[src/rtl/spi_fm_pkg.sv]
package spi_fm_pkg;

    // True when the serial clock is away from its idle level during
    // half-period idx of a frame of nb bits.
    function automatic logic half_active(input logic pha, input int unsigned idx,
                                         input int unsigned nb);
        if (!pha) return (idx % 2 == 0) && (idx >= 2) && (idx <= 2 * nb);
        else      return (idx % 2 == 1) && (idx < 2 * nb);
    endfunction

endpackage

[src/rtl/spi_fm_timer.sv]
module spi_fm_timer #(
    parameter int DIVW = 8,
    parameter int IDXW = 6
) (
    input  logic            clk,
    input  logic            rst_n,
    input  logic            start,
    input  logic            run,
    input  logic [DIVW-1:0] hm1,
    output logic [IDXW-1:0] idx_q,
    output logic            step
);
    typedef struct packed {
        logic [DIVW-1:0] div;
        logic [IDXW-1:0] idx;
    } tmr_s;

    tmr_s t_d, t_q;

    always_comb begin
        t_d = t_q;
        if (start) begin
            t_d.div = '0;
            t_d.idx = '0;
        end else if (run) begin
            if (t_q.div == hm1) begin
                t_d.div = '0;
                t_d.idx = t_q.idx + IDXW'(1);
            end else begin
                t_d.div = t_q.div + DIVW'(1);
            end
        end
    end

    always_ff @(posedge clk or negedge rst_n) begin
        if (!rst_n) t_q <= '0;
        else        t_q <= t_d;
    end

    assign idx_q = t_q.idx;
    assign step  = run && (t_q.div == hm1);
endmodule

[src/rtl/spi_fm_shift.sv]
module spi_fm_shift #(
    parameter int DW   = 16,
    parameter int CNTW = 5
) (
    input  logic            clk,
    input  logic            rst_n,
    input  logic            load,
    input  logic [DW-1:0]   tx_word,
    input  logic [CNTW-1:0] nbits,
    input  logic            shift,
    input  logic            capture,
    input  logic            miso,
    output logic            tx_msb,
    output logic [DW-1:0]   rx_q
);
    typedef struct packed {
        logic [DW-1:0] tx;
        logic [DW-1:0] rx;
    } sh_s;

    sh_s s_d, s_q;
    logic [CNTW-1:0] align;

    always_comb begin
        align = CNTW'(DW) - nbits;
        s_d   = s_q;
        if (load) begin
            s_d.tx = tx_word << align;
            s_d.rx = '0;
        end else begin
            if (shift)   s_d.tx = {s_q.tx[DW-2:0], 1'b0};
            if (capture) s_d.rx = {s_q.rx[DW-2:0], miso};
        end
    end

    always_ff @(posedge clk or negedge rst_n) begin
        if (!rst_n) s_q <= '0;
        else        s_q <= s_d;
    end

    assign tx_msb = s_q.tx[DW-1];
    assign rx_q   = s_q.rx;
endmodule

[src/rtl/spi_frame_master.sv]
module spi_frame_master #(
    parameter int DW   = 16,
    parameter int DIVW = 8
) (
    input  logic                  clk,
    input  logic                  rst_n,
    input  logic                  cfg_cpol,
    input  logic                  cfg_cpha,
    input  logic [$clog2(DW)-1:0] cfg_len_m1,
    input  logic [DIVW-1:0]       cfg_half,
    input  logic                  load,
    input  logic [DW-1:0]         tx_word,
    output logic                  busy,
    output logic                  done,
    output logic [DW-1:0]         rx_word,
    output logic                  frm_n,
    output logic                  sclk,
    output logic                  mosi,
    input  logic                  miso
);
    import spi_fm_pkg::*;

    localparam int LENW = $clog2(DW);
    localparam int CNTW = LENW + 1;
    localparam int IDXW = $clog2(2 * DW + 2);

    typedef struct packed {
        logic            run;
        logic            spo;
        logic            sph;
        logic [CNTW-1:0] nbits;
        logic [DIVW-1:0] hm1;
        logic            sclk;
        logic            done;
        logic [DW-1:0]   rx_out;
    } ctl_s;

    ctl_s c_d, c_q;

    logic [CNTW-1:0] len_ext, nb_cfg;
    logic [DIVW-1:0] hm1_cfg;
    logic [IDXW-1:0] idx_q, nidx, last_idx, two_n;
    logic            step, start, fin, cap_ev, shf_ev, tx_msb;
    logic [DW-1:0]   rx_sh;

    always_comb begin
        len_ext  = CNTW'(cfg_len_m1);
        nb_cfg   = ((len_ext < CNTW'(3)) ? CNTW'(3) : len_ext) + CNTW'(1);
        hm1_cfg  = (cfg_half == '0) ? '0 : cfg_half - DIVW'(1);
        start    = !c_q.run && load;
        nidx     = idx_q + IDXW'(1);
        two_n    = IDXW'({c_q.nbits, 1'b0});
        last_idx = two_n + IDXW'(1);
        fin      = step && (idx_q == last_idx);
        cap_ev   = step && !nidx[0] && (nidx >= IDXW'(2)) && (nidx <= two_n);
        shf_ev   = step && nidx[0] && (nidx >= IDXW'(3)) && (nidx < two_n);

        c_d      = c_q;
        c_d.done = 1'b0;
        if (start) begin
            c_d.run   = 1'b1;
            c_d.spo   = cfg_cpol;
            c_d.sph   = cfg_cpha;
            c_d.nbits = nb_cfg;
            c_d.hm1   = hm1_cfg;
            c_d.sclk  = cfg_cpol;
        end else if (c_q.run) begin
            if (fin) begin
                c_d.run    = 1'b0;
                c_d.done   = 1'b1;
                c_d.rx_out = rx_sh;
                c_d.sclk   = c_q.spo;
            end else if (step) begin
                c_d.sclk = c_q.spo ^ half_active(c_q.sph, int'(nidx), int'(c_q.nbits));
            end
        end else begin
            c_d.sclk = cfg_cpol;
        end
    end

    always_ff @(posedge clk or negedge rst_n) begin
        if (!rst_n) c_q <= '0;
        else        c_q <= c_d;
    end

    spi_fm_timer #(.DIVW(DIVW), .IDXW(IDXW)) u_tmr (
        .clk   (clk),
        .rst_n (rst_n),
        .start (start),
        .run   (c_q.run),
        .hm1   (c_q.hm1),
        .idx_q (idx_q),
        .step  (step)
    );

    spi_fm_shift #(.DW(DW), .CNTW(CNTW)) u_shf (
        .clk     (clk),
        .rst_n   (rst_n),
        .load    (start),
        .tx_word (tx_word),
        .nbits   (nb_cfg),
        .shift   (shf_ev),
        .capture (cap_ev),
        .miso    (miso),
        .tx_msb  (tx_msb),
        .rx_q    (rx_sh)
    );

    assign busy    = c_q.run;
    assign frm_n   = !c_q.run;
    assign sclk    = c_q.sclk;
    assign mosi    = c_q.run & tx_msb;
    assign done    = c_q.done;
    assign rx_word = c_q.rx_out;
endmodule

[config.mk]
export PLATFORM = sky130hd
export DESIGN_NAME = spi_frame_master
export DESIGN_NICKNAME = d
export VERILOG_FILES = /design/src/rtl/spi_fm_pkg.sv /design/src/rtl/spi_fm_timer.sv /design/src/rtl/spi_fm_shift.sv /design/src/rtl/spi_frame_master.sv
export SDC_FILE = /design/constraint.sdc
export NUM_CORES = 1
export LEC_CHECK = 0
export ABC_AREA = 1
export BUFFER_PORTS_ARGS = -buffer_cell sky130_fd_sc_hd__buf_2
export CAP_MARGIN = 10
export CORE_UTILIZATION = 45
export DETAILED_ROUTE_END_ITERATION = 7
export HOLD_SLACK_MARGIN = 0.06
export MAX_ROUTING_LAYER = met4
export PLACE_DENSITY = 0.66
export REMOVE_ABC_BUFFERS = 1
export SYNTH_ARGS = -nofsm -noshare
export SYNTH_HDL_FRONTEND = slang
export SYNTH_SLANG_ARGS = --single-unit
export TNS_END_PERCENT = 10
[constraint.sdc]
create_clock -name clk -period 2.8 [get_ports clk]
set_input_delay 0.56 -clock clk [delete_from_list [all_inputs] [get_ports clk]]
set_output_delay 0.56 -clock clk [all_outputs]
set_load 0.1 [all_outputs]
==> results.yml, run 1 <==
place:
  dp_hpwl_um: 7280
  postPlaceCellArea_um2: 4960
  dp_slack_ns: 0.171
  gp_congestion: 0.865
  io_buffer_count: 54
routing:
  drc_errors: 0
  firstDrtPassIters: 4
  viasPerCell: 5.04
  wl_um: 9850
  drt_iter0_drc: 165
  postRouteAntennaNets: 0
  post_drt_wl_per_cell_um: 12.5
  vias: 3968
logic_synthesis:
  syn_inst: 609
  yosys-top-cells-area: "dfrtp_1 43%, nand2_1 15%, inv_1 5.0%"
  syn_area_um2: 4660
  synth-seq-cells: 80
  synth.distinct_cells: 37
  syn_area_per_cell_um2: 7.66
  ys_warn_count: 0
  seq_area_frac_synth: 0.429
  synth_top_area_share: 0.429
  synth_top_area_cell: "dfrtp_1"
floorplan:
  fp.coreArea_um2: 9910
  ios: 55
  chipHeight_um: 104
  start_util: 0.471
  row_count: 36
  die-area_um2: 10800
  die_w_um: 104
sta:
  postLayoutSetupSlackWorst_ns: 0.198
  worst_slew_pin_slew_ns: 0.703
  period_needed_ns: 2.60
  fin_skew_ns: 0.0118
  slew_violations: 0
  fmax_mhz: 384
  finalHoldViolations: 0
  hold_ws_ns: 0.152
  grt_setup_unrepaired: "false"
  finalSetupTns_ns: 0
  max_slew_margin: 0.527
  finalSetupViolations: 0
  period_share: 0.929
power_and_ir_drop:
  powerDensity_nw_per_um2: 775
  p_clk_frac: 0.238
  p_seq_frac: 0.417
  p_int_uw: 2480
  swShare: 0.385
  leakage_uw: 0.00274
  power_switching_uw: 1550
  max-vdd-ir-drop_mv: 0.331
  power_frac_comb: 0.345
clock_network:
  cts.sinks: 80
  cts_buffers: 9
  cts.path.max_buffers: 2
  clock_latency_ns: 0.35
  post_cts_resized: 0
  root_buffer: "clkbuf_8"
  htreeDepth: 3
  cts_tree: "yes"
  ctsHoldBuffers: 0
  cts_setup_buffers: 0
  path_clk_slew_ns: 0.09
final_layout:
  final_common_cell: "nand2_1"
  syn_to_final_growth_pct: 11.4
  final_nets: 693
  final_cell_mix: "190 x nand2_1, 80 x dfrtp_1, 61 x inv_1"
  diodes: 0
  drive_above_1_share: 0.162
  finalInstanceArea_um2: 5200
grt:
  use_met3: 0.0321
  grt_pass1_vias: 3896
  met1_usage: 0.253
  antenna_found_initial: 0
  grt_max_degree: 46
  grt.busiest_layer: "met2"
  gr-usage-met2: 0.326
  grt_pass1_wl_um: 17300
  grt_use_total: 0.199
  grt-ovfl-total: 0
setup_path:
  crit_required_ns: 3.02
  cp-start-kind: "register"
  crit_arrival_ns: 2.83
  end_kind: "register"
  critPathMaxFanout: 11
  worstSetupPathType: "reg -> reg"
worst_hold_path:
  hp-class: "in -> async"
run_status:
  run_status: "complete, no violations"
run:
  drv_cap: 0
[power groups by stage]
stage | Clock (uW) | Combinational (uW) | Sequential [uW]
floorplan | 0 | 1020 | 1710
global placement | 0 | 1340 | 1680
detailed placement | 0 | 1390 | 1690
CTS | 990 | 1390 | 1670
global route | 1030 | 1600 | 1710
finish | 959 | 1390 | 1680
[state kept, by name, summed over array words and instances, names as in the netlist]
name / count
rx_word: 16
busy: 1
u_shf.tx_msb: 1
done: 1
u_shf.rx_q: 16
sclk: 1
u_tmr.t_q: 8
u_tmr.idx_q: 6
u_shf.s_q: 15
c_q: 15
[per-layer routing]
layer  share of wire  wire length (um)  vias to the layer above
li1                -                 -                     2029
met1            0.47              4660                     1854
met2            0.49              4780                       79
met3           0.033               326                        6
met4          0.0080                79                        0
met5               0                 0                        -
[cells in the mapped netlist (all sizes together)]
cell type    n
nand2      195
dfrtp       80
inv         71
o21ai       60
nand3       38
buf         30
nor2        25
o22ai       22
xor2        18
ha          10
nor3         9
xnor2        8
clkbuf       6
a21oi        5
a22oi        5
nand4        5
o211ai       5
mux2i        4
o21bai       3
or2          3
nand3b       2
o31ai        2
a22o         1
clkinv       1
nor2b        1
[kinds of logic (layout without fill, tap and decap cells)]
group | Yosys count | after routing | share of synthesized area
AOI/OAI and AO/OA | 103 | 103 | 0.126
xor gates and xnor gates | 26 | 26 | 0.0488
adders and majority gates | 10 | 10 | 0.0268
buffers and inverters | 108 | 153 | 0.108
DFF | 80 | 80 | 0.429
muxes | 4 | 4 | 0.00858
and+or+nand+nor | 278 | 278 | 0.252
[final timing paths]
path,start,to,slack [ns],cells after the start
max in group asynchronous,rst_n,c_q[20],2.04,2
min,rst_n,u_tmr.idx_q[4],0.15,1
max,u_tmr.idx_q[0],u_shf.s_q[19],0.20,14
min in group clk,cfg_half[0],c_q[18],0.42,2
min reg2reg,rx_word[15],rx_word[15],0.48,2
max reg2reg,u_tmr.idx_q[0],u_shf.s_q[19],0.20,14
[cell type report]
type,count,area [um2]
fill,979,4710
multi-input combinational,421,2160
sequential,80,2000
timing repair buffer,64,360
inverter,72,275
tap,133,166
clock buffer,9,124
clock inverter,7,103
timing repair inverter,1,7.51
[per-stage QoR]
step / instances / util / total power [uW]
final: 787 / 0.524 / 4030
after global routing: 787 / 0.524 / 4340
after CTS: 786 / 0.523 / 4060
after detailed placement: 770 / 0.500 / 3080
after global placement: 770 / 0.500 / 3030
after floorplan: 573 / - / 2730
[worst max-delay path, stage by stage (launching register included)]
cell and delay [ns]:
dfrtp_1 0.48, ha_1 0.27, nand2_1 0.07, inv_1 0.05, or2_2 0.29, inv_1 0.06, ha_1 0.23, nand2_1 0.07
o21ai_0 0.09, nand3_2 0.11, nand4_1 0.10, nand2_1 0.22, clkinvlp_4 0.26, nand2_1 0.11, o21ai_1 0.06
No activity file was read; power rests on OpenSTA's default activity.
==> run 2, diff against run 1 <==
--- a/config.mk
+++ b/config.mk
@@ -13,6 +13,7 @@
 export HOLD_SLACK_MARGIN = 0.06
 export MAX_ROUTING_LAYER = met4
 export PLACE_DENSITY = 0.66
+export RECOVER_POWER = 50
 export REMOVE_ABC_BUFFERS = 1
 export SYNTH_ARGS = -nofsm -noshare
 export SYNTH_HDL_FRONTEND = slang
==> results.yml, run 2 (synthesis gave the netlist of run 1 again) <==
power_and_ir_drop:
  max-vdd-ir-drop_mv: 0.330
  power_switching_uw: 1550
  p_seq_frac: 0.417
  leakage_uw: 0.00273
  powerDensity_nw_per_um2: 777
  p_int_uw: 2480
  p_clk_frac: 0.238
  power_frac_comb: 0.345
  swShare: 0.385
sta:
  finalHoldViolations: 0
  period_share: 0.929
  max_slew_margin: -0.297
  finalSetupViolations: 0
  worst_slew_pin_slew_ns: 1.94
  grt_setup_unrepaired: "false"
  slew_violations: 36
  period_needed_ns: 2.60
  finalSetupTns_ns: 0
  fmax_mhz: 384
  fin_skew_ns: 0.0130
floorplan:
  chipHeight_um: 104
  row_count: 36
  start_util: 0.471
  die-area_um2: 10800
  ios: 55
  fp.coreArea_um2: 9910
  die_w_um: 104
routing:
  post_drt_wl_per_cell_um: 12.5
  viasPerCell: 5.02
  drt_iter0_drc: 178
  vias: 3953
  postRouteAntennaNets: 0
  firstDrtPassIters: 4
  drc_errors: 0
  wl_um: 9830
clock_network:
  root_buffer: "clkbuf_8"
  cts_buffers: 9
  clock_latency_ns: 0.35
  cts.path.max_buffers: 2
  ctsHoldBuffers: 0
  path_clk_slew_ns: 0.09
  cts_tree: "yes"
  cts.sinks: 80
  htreeDepth: 3
setup_path:
  reg2reg_depth: 14
  critPathMaxFanout: 11
  crit_required_ns: 3.02
  worstSetupPathType: "reg -> reg"
  cp-start-kind: "register"
  end_kind: "register"
  crit_arrival_ns: 2.82
final_layout:
  fillers: 983
  seqCellArea_um2: 2000
  final_util: 0.524
  final_nets: 693
  final_cell_mix: "190 x nand2_1, 80 x dfrtp_1, 61 x inv_1"
  final_common_cell: "nand2_1"
  syn_to_final_growth_pct: 11.2
  multi_input_area_um2: 2160
  diodes: 0
  drive_above_1_share: 0.159
grt:
  grt_use_total: 0.199
  grt-ovfl-total: 0
  antenna_found_initial: 0
  grt_max_degree: 46
  grt_pass1_vias: 3896
  grt_pass1_wl_um: 17300
place:
  dp_hpwl_um: 7280
  io_buffer_count: 54
  gp_congestion: 0.865
worst_hold_path:
  hp-class: "in -> reg"
  min_path_cells: 2
run_status:
  violations: "max-capacitance violations, max-slew violations"
  run_status: "finished with violations"
run:
  drv_cap: 1
-- run 2: cell type report --
| class | count | share of cell area |
|---|---|---|
| multi-input combinational | 421 | 0.416 |
| sequential | 80 | 0.386 |
| timing repair buffer | 64 | 0.0680 |
| inverter | 72 | 0.0531 |
| tap | 133 | 0.0321 |
| clock buffer | 9 | 0.0239 |
| clock inverter | 7 | 0.0198 |
| timing repair inverter | 1 | 0.00145 |
-- run 2: final timing paths --
| check | from | to | slack, ns |
|---|---|---|---|
| worst max register to register | u_tmr.idx_q[0] | u_shf.s_q[19] | 0.20 |
| worst min-delay path | cfg_half[0] | c_q[18] | 0.43 |
| worst max-delay path | u_tmr.idx_q[0] | u_shf.s_q[19] | 0.20 |
| min in group asynchronous | rst_n | u_tmr.idx_q[4] | 0.74 |
| max in group asynchronous | rst_n | rx_word[9] | 0.94 |
| worst min register to register | rx_word[15] | rx_word[15] | 0.48 |
-- run 2: timing repair --
action | CTS | global route
endpoints found under the setup margin | 0 | 14
endpoints found under the hold margin | 0 | 0
gates resized for setup | 0 | 2
setup buffers | 0 | 0
-- run 2: power groups by stage --
stage          registers, uW  logic [uW]  clock network, uW
6_report                1680        1390                959
5_1_grt                 1710        1600               1030
4_1_cts                 1670        1390                990
3_5_place_dp            1690        1390                  0
3_3_place_gp            1680        1340                  0
2_1_floorplan           1710        1020                  0
-- run 2: layer usage --
metal / wire [um] / vias to the layer above / global-route usage
li1: - / 2030 / -
met1: 4650 / 1840 / 0.253
met2: 4790 / 79 / 0.326
met3: 331 / 4 / 0.0321
met4: 61 / 0 / 0.0612
met5: 0 / - / -
-- run 2: critical path, cell delays in order, from the launching register on --
cell        delay [ns]
dfrtp_1           0.48
ha_1              0.27
nand2_1           0.07
inv_1             0.05
or2_2             0.29
inv_1             0.06
ha_1              0.23
nand2_1           0.07
o21ai_0           0.09
nand3_2           0.11
nand4_1           0.10
nand2_1           0.22
clkinvlp_4        0.26
nand2_1           0.11
o21ai_1           0.06
-- run 2: through the flow --
step / instance area (um2) / setup WS [ns] / hold slack [ns] / std cells / total power (uW)
3_5_place_dp: 4960 / 0.171 / 0.453 / 770 / 3080
5_1_grt: 5190 / 0.00678 / 0.411 / 787 / 4340
3_3_place_gp: 4960 / 0.278 / 0.454 / 770 / 3030
2_1_floorplan: 4430 / 0.0455 / 0.264 / 573 / 2730
4_1_cts: 5180 / 0.152 / 0.157 / 786 / 4060
6_report: 5190 / 0.198 / 0.425 / 787 / 4030
